===== src/rtl/acq_pkg.sv =====
package acq_pkg;

  typedef enum logic [2:0] {
    ST_IDLE,
    ST_SETTLE,
    ST_HOLD,
    ST_CONV,
    ST_WAIT,
    ST_RELEASE
  } acqState_t;

  typedef struct packed {
    logic loadFirst;
    logic advance;
    logic capture;
    logic timeout;
  } acqStrobe_t;

endpackage


===== src/rtl/acq_ctrl.sv =====
module acq_ctrl
  import acq_pkg::*;
#(
  parameter int SETTLE_W   = 8,
  parameter int PULSE_W    = 4,
  parameter int HOLD_SETUP = 2,
  parameter int TIMEOUT    = 64
) (
  input  logic                clk,
  input  logic                rstN,
  input  logic                runEn,
  input  logic                anyEnabled,
  input  logic [SETTLE_W-1:0] settleCycles,
  input  logic [PULSE_W-1:0]  pulseCycles,
  input  logic                eocN,
  output logic                shTrack,
  output logic                convPulse,
  output acqStrobe_t          strobe
);

  localparam int TO_W  = $clog2(TIMEOUT);
  localparam int HS_W  = $clog2(HOLD_SETUP) + 1;
  localparam int W_A   = (SETTLE_W > PULSE_W) ? SETTLE_W : PULSE_W;
  localparam int W_B   = (W_A > TO_W) ? W_A : TO_W;
  localparam int CNT_W = (W_B > HS_W) ? W_B : HS_W;

  acqState_t state, stateNxt;
  logic [CNT_W-1:0] cnt, cntNxt;
  logic cntZero;

  assign cntZero = (cnt == '0);

  always_comb begin
    stateNxt = state;
    cntNxt   = cnt;
    strobe   = '0;
    unique case (state)
      ST_IDLE: begin
        if (runEn && anyEnabled) begin
          strobe.loadFirst = 1'b1;
          stateNxt = ST_SETTLE;
          cntNxt   = CNT_W'(settleCycles);
        end
      end
      ST_SETTLE: begin
        if (cntZero) begin
          stateNxt = ST_HOLD;
          cntNxt   = CNT_W'(HOLD_SETUP - 1);
        end else begin
          cntNxt = cnt - CNT_W'(1);
        end
      end
      ST_HOLD: begin
        if (cntZero) begin
          stateNxt = ST_CONV;
          cntNxt   = (pulseCycles == '0) ? '0 : CNT_W'(pulseCycles) - CNT_W'(1);
        end else begin
          cntNxt = cnt - CNT_W'(1);
        end
      end
      ST_CONV: begin
        if (cntZero) begin
          stateNxt = ST_WAIT;
          cntNxt   = '0;
        end else begin
          cntNxt = cnt - CNT_W'(1);
        end
      end
      ST_WAIT: begin
        if (!eocN) begin
          strobe.capture = 1'b1;
          stateNxt = ST_RELEASE;
        end else if (cnt == CNT_W'(TIMEOUT - 1)) begin
          strobe.timeout = 1'b1;
          stateNxt = ST_RELEASE;
        end else begin
          cntNxt = cnt + CNT_W'(1);
        end
      end
      ST_RELEASE: begin
        if (runEn && anyEnabled) begin
          strobe.advance = 1'b1;
          stateNxt = ST_SETTLE;
          cntNxt   = CNT_W'(settleCycles);
        end else begin
          stateNxt = ST_IDLE;
        end
      end
      default: stateNxt = ST_IDLE;
    endcase
  end

  always_ff @(posedge clk or negedge rstN) begin
    if (!rstN) begin
      state <= ST_IDLE;
      cnt   <= '0;
    end else begin
      state <= stateNxt;
      cnt   <= cntNxt;
    end
  end

  assign shTrack   = !(state == ST_HOLD || state == ST_CONV || state == ST_WAIT);
  assign convPulse = (state == ST_CONV);

  AST_RELEASE_ON_EOC: assert property (@(posedge clk) disable iff (!rstN)
    (state == ST_WAIT && !eocN) |=> (shTrack && !convPulse));

  AST_HOLD_BEFORE_CONV: assert property (@(posedge clk) disable iff (!rstN)
    $rose(convPulse) |-> ($past(!shTrack) && !shTrack));

endmodule


===== src/rtl/acq_datapath.sv =====
module acq_datapath
  import acq_pkg::*;
#(
  parameter int NUM_CH = 8,
  parameter int DATA_W = 8
) (
  input  logic                       clk,
  input  logic                       rstN,
  input  logic                       scanMode,
  input  logic [NUM_CH-1:0]          chanMask,
  input  logic [DATA_W-1:0]          adcData,
  input  logic                       intAck,
  input  acqStrobe_t                 strobe,
  output logic                       anyEnabled,
  output logic [$clog2(NUM_CH)-1:0]  chanSel,
  output logic [DATA_W-1:0]          sampleData,
  output logic [$clog2(NUM_CH)-1:0]  sampleChan,
  output logic                       irq,
  output logic                       overrun,
  output logic                       timeoutErr
);

  localparam int CH_W = $clog2(NUM_CH);

  logic [CH_W-1:0] chanReg, lowestChan, nextChan;
  logic            nextFound;
  logic            resultIn;

  always_comb begin
    lowestChan = '0;
    anyEnabled = 1'b0;
    for (int i = NUM_CH - 1; i >= 0; i--) begin
      if (chanMask[i]) begin
        lowestChan = CH_W'(i);
        anyEnabled = 1'b1;
      end
    end
  end

  always_comb begin
    nextChan  = chanReg;
    nextFound = 1'b0;
    for (int k = 1; k <= NUM_CH; k++) begin
      if (!nextFound && chanMask[(int'(chanReg) + k) % NUM_CH]) begin
        nextFound = 1'b1;
        nextChan  = CH_W'((int'(chanReg) + k) % NUM_CH);
      end
    end
  end

  always_ff @(posedge clk or negedge rstN) begin
    if (!rstN) begin
      chanReg <= '0;
    end else if (strobe.loadFirst) begin
      chanReg <= lowestChan;
    end else if (strobe.advance && scanMode) begin
      chanReg <= nextChan;
    end
  end

  assign resultIn = strobe.capture | strobe.timeout;

  always_ff @(posedge clk or negedge rstN) begin
    if (!rstN) begin
      sampleData <= '0;
      sampleChan <= '0;
      irq        <= 1'b0;
      overrun    <= 1'b0;
      timeoutErr <= 1'b0;
    end else if (resultIn) begin
      sampleChan <= chanReg;
      irq        <= 1'b1;
      overrun    <= (overrun | irq) & ~intAck;
      if (strobe.capture) begin
        sampleData <= adcData;
        timeoutErr <= timeoutErr & ~intAck;
      end else begin
        timeoutErr <= 1'b1;
      end
    end else if (intAck) begin
      irq        <= 1'b0;
      overrun    <= 1'b0;
      timeoutErr <= 1'b0;
    end
  end

  assign chanSel = chanReg;

  AST_OVERRUN_SET: assert property (@(posedge clk) disable iff (!rstN)
    (irq && !intAck && resultIn) |=> overrun);

endmodule


===== src/rtl/acq_sequencer.sv =====
module acq_sequencer
  import acq_pkg::*;
#(
  parameter int NUM_CH     = 8,
  parameter int DATA_W     = 8,
  parameter int SETTLE_W   = 8,
  parameter int PULSE_W    = 4,
  parameter int HOLD_SETUP = 2,
  parameter int TIMEOUT    = 64
) (
  input  logic                        clk,
  input  logic                        rstN,
  input  logic                        runEn,
  input  logic                        scanMode,
  input  logic [NUM_CH-1:0]           chanMask,
  input  logic [SETTLE_W-1:0]         settleCycles,
  input  logic [PULSE_W-1:0]          pulseCycles,
  input  logic                        eocN,
  input  logic [DATA_W-1:0]           adcData,
  input  logic                        intAck,
  output logic [$clog2(NUM_CH)+1:0]   ctrlPort,
  output logic [DATA_W-1:0]           sampleData,
  output logic [$clog2(NUM_CH)-1:0]   sampleChan,
  output logic                        irq,
  output logic                        overrun,
  output logic                        timeoutErr
);

  localparam int CH_W = $clog2(NUM_CH);

  acqStrobe_t      strobe;
  logic            anyEnabled;
  logic            shTrack;
  logic            convPulse;
  logic [CH_W-1:0] chanSel;

  acq_ctrl #(
    .SETTLE_W  (SETTLE_W),
    .PULSE_W   (PULSE_W),
    .HOLD_SETUP(HOLD_SETUP),
    .TIMEOUT   (TIMEOUT)
  ) u_ctrl (
    .clk         (clk),
    .rstN        (rstN),
    .runEn       (runEn),
    .anyEnabled  (anyEnabled),
    .settleCycles(settleCycles),
    .pulseCycles (pulseCycles),
    .eocN        (eocN),
    .shTrack     (shTrack),
    .convPulse   (convPulse),
    .strobe      (strobe)
  );

  acq_datapath #(
    .NUM_CH(NUM_CH),
    .DATA_W(DATA_W)
  ) u_datapath (
    .clk       (clk),
    .rstN      (rstN),
    .scanMode  (scanMode),
    .chanMask  (chanMask),
    .adcData   (adcData),
    .intAck    (intAck),
    .strobe    (strobe),
    .anyEnabled(anyEnabled),
    .chanSel   (chanSel),
    .sampleData(sampleData),
    .sampleChan(sampleChan),
    .irq       (irq),
    .overrun   (overrun),
    .timeoutErr(timeoutErr)
  );

  assign ctrlPort = {chanSel, shTrack, convPulse};

  AST_CHAN_STEADY: assert property (@(posedge clk) disable iff (!rstN)
    (!shTrack && $past(!shTrack)) |-> $stable(chanSel));

  AST_CONV_IN_HOLD: assert property (@(posedge clk) disable iff (!rstN)
    convPulse |-> !shTrack);

  AST_IRQ_HELD: assert property (@(posedge clk) disable iff (!rstN)
    (irq && !intAck) |=> irq);

  AST_ACK_CLEARS: assert property (@(posedge clk) disable iff (!rstN)
    (intAck && !strobe.capture && !strobe.timeout) |=> (!irq && !overrun && !timeoutErr));

endmodule


===== config.mk =====
export PLATFORM = sky130hd
export DESIGN_NAME = acq_sequencer
export DESIGN_NICKNAME = d
export VERILOG_FILES = /design/src/rtl/acq_pkg.sv /design/src/rtl/acq_ctrl.sv /design/src/rtl/acq_datapath.sv /design/src/rtl/acq_sequencer.sv
export SDC_FILE = /design/constraint.sdc
export NUM_CORES = 1
export LEC_CHECK = 0
export BUFFER_PORTS_ARGS = -buffer_cell sky130_fd_sc_hd__buf_2
export CORE_MARGIN = 2
export CORE_UTILIZATION = 35
export CTS_CLUSTER_DIAMETER = 60
export DETAILED_ROUTE_END_ITERATION = 16
export PLACE_DENSITY = 0.62
export RECOVER_POWER = 50
export SYNTH_ARGS = -nofsm -noshare
export SYNTH_HDL_FRONTEND = slang
export SYNTH_SLANG_ARGS = --single-unit

===== constraint.sdc =====
create_clock -name clk -period 3.5 [get_ports clk]
set_clock_uncertainty 0.1 [all_clocks]
set_input_delay 0 -clock clk [delete_from_list [all_inputs] [get_ports clk]]
set_output_delay 0 -clock clk [all_outputs]
set_load 0.05 [all_outputs]

==> results.json <==
{
  "globalRoute.totalOverflow": 0,
  "grt_pass1_wl_um": 11500,
  "grt_max_degree": 29,
  "final_util_pct": 42.9,
  "setup_ws_ps": 802,
  "start_util_pct": 36.1,
  "root_buffer": "clkbuf_8",
  "clk_latency_ps": 280,
  "cp.required_ps": 3610,
  "htree_levels": 1,
  "firstDrtPassIters": 4,
  "fin_setup_tns_ps": 0,
  "cp.arrival_ps": 2810,
  "postRouteAntennaNets": 0,
  "synth_top_area_share_pct": 26.9,
  "ys_seq_elements": 28,
  "path_max_fanout": 8,
  "ys.flop_type": "dfrtp_1",
  "die_x_um": 90.3,
  "ys_top_cells_by_area": "dfrtp_1 (27%), mux2_2 (4.8%), o21ai_0 (4.4%)",
  "design.die.area_mm2": 0.00815,
  "end_kind": "register",
  "antenna_found_initial": 0,
  "period_share_pct": 77.1,
  "slew_violations": 28,
  "pre_cts_slack_ps": 826,
  "layout_common_cells": "buf_2 (42), nand2_1 (28), dfrtp_1 (28), nor2_1 (26), o21ai_0 (23)",
  "drt-initial-drc-count": 184,
  "syn_avg_cell_area_um2": 8.75,
  "routedWlPerCell_um": 14.7,
  "clock.fmax_ghz": 0.371,
  "core-area_mm2": 0.00721,
  "leakagePower_nw": 1.31,
  "io_pins": 53,
  "synth-async-reset-ratio_pct": 100,
  "drive_gt1_share_pct": 22.6,
  "port_buffers": 52,
  "synth_edf_count": 0,
  "final_common_cell": "buf_2",
  "violations": "max-capacitance violations, max-slew violations",
  "fin_crit_ps": 2700,
  "cts_sinks": 28,
  "hold_slack_ps": 59.9,
  "via_count": 2466,
  "hp-class": "primary input to register",
  "viasPerCell": 5.49,
  "drc_errors": 0,
  "post_cts_buffers": 0,
  "wl_um": 6580,
  "cts-resized-gates": 0,
  "yosysTopAreaCell": "dfrtp_1",
  "peakVddDrop_uv": 189,
  "powerDensity_mw_per_mm2": 231,
  "cts-buffers-inserted": 3,
  "cts_tree": "yes",
  "path_clk_slew_ps": 100,
  "cts_max_path_buffers": 2,
  "grt_pass1_vias": 2353,
  "track_usage_pct": 16.8,
  "worstSetupPathType": "register to register",
  "hpwl_um": 4840,
  "hold_viol_final": 0,
  "die_y_um": 90.3,
  "synth_warnings": 0,
  "netlist_instances": 298,
  "n_antenna_cell": 0,
  "rsz0062_at_grt": "false",
  "finalPower_mw": 0.716,
  "synth.cell_area_mm2": 0.00261,
  "setup_violations": 0,
  "gp_congestion": 0.895,
  "syn_nets": 336,
  "rrSetupSlack_ps": 800,
  "setup.worst_path.start_class": "register",
  "num_rows": 31,
  "num-fill-cells": 748,
  "cap_violations": 1,
  "yosysSeqAreaShare_pct": 26.9,
  "synth.lib_cells_used.distinct": 69,
  "worst_pin_slew_ps": 1510,
  "relSlewSlack_pct": -0.433,
  "hold_buffers": 11,
  "status": "complete, but fails checks",
  "layout.nets": 389,
  "areaGrowthSynthToFinish_pct": 18.8
}
## final cells by class
type / count / area (um^2) / area share [%]
multi-input combinational: 236 / 1760 / 56.7
sequential: 28 / 701 / 22.6
timing repair buffer: 67 / 388 / 12.5
tap: 99 / 124 / 4.00
inverter: 15 / 56.3 / 1.82
clock buffer: 3 / 41.3 / 1.33
clock inverter: 1 / 30.0 / 0.970
## registers in the layout, indices dropped and copies added (netlist names)
name	flops
u_datapath.sampleData	8
u_datapath.overrun	1
u_datapath.chanSel	3
u_datapath.sampleChan	3
u_ctrl.state	3
u_ctrl.cnt	8
u_datapath.irq	1
u_datapath.timeoutErr	1
## critical path, stage by stage, from the launching register on
cell and delay [ps]:
dfrtp_1 360, inv_1 80, ha_1 430, mux4_1 460, mux2_4 330, nor4_4 370, nand3b_1 130, o2111a_1 240
a21oi_1 130
## cells in the mapped netlist (all sizes together), types with 3 or more instances
library cell,number
inv,15
or4,4
a21oi,17
ha,4
mux4,9
o211ai,5
nand3b,4
nor2,26
nor2b,4
clkbuf,10
dfrtp,28
o22ai,8
nor3,7
mux2,15
o21ai,26
and3,3
mux2i,8
nand3,8
nand2b,7
a22oi,7
buf,9
nand2,28
xor2,3
xnor2,6
## report_power, final
group | leakage [nW] | total [mW] | switching, mW | internal, mW
Combinational | 0.921 | 0.126 | 0.0721 | 0.0537
Sequential | 0.355 | 0.332 | 0.00314 | 0.329
Clock | 0.0357 | 0.259 | 0.105 | 0.153
Total | 1.31 | 0.716 | 0.181 | 0.535
## metal layers
metal	global-route usage (%)	part of all wire (%)	vias up
met5	0	0	-
met4	2.56	0.77	0
met3	2.42	3.8	6
met2	27.4	47	56
met1	24.4	48	1183
li1	-	-	1221
## per-stage QoR
stage	cell area, um^2	cells
3_3_place_gp	2930	434
6_report	3100	449
2_1_floorplan	2610	298
4_1_cts	3110	449
5_1_grt	3100	449
3_5_place_dp	2930	434
## path summary, 6_finish.rpt
check / from / cells past startpoint / endpoint
worst max-delay path: u_datapath.chanSel[0] / 8 / u_datapath.chanSel[1]
worst min-delay path: settleCycles[1] / 4 / u_ctrl.cnt[1]
worst max register to register: u_datapath.chanSel[0] / 8 / u_datapath.chanSel[1]
worst min register to register: u_datapath.sampleChan[0] / 2 / u_datapath.sampleChan[0]
max in group asynchronous: rstN / 2 / u_datapath.sampleData[6]
min in group asynchronous: rstN / 2 / u_datapath.sampleData[1]
## cells by family (layout without fill, tap and decap cells)
kind of cell    count (synthesis)  count (layout)  synth area share [%]
compound gates                 90              90                  23.0
xor+xnor                        9               9                  3.31
fa+ha+maj                       4               4                  1.92
buf+inv                        34              86                  5.71
flops                          28              28                  26.9
mux                            32              32                  18.7
simple gates                  101             101                  20.5
(Power assumes the default switching activity.)
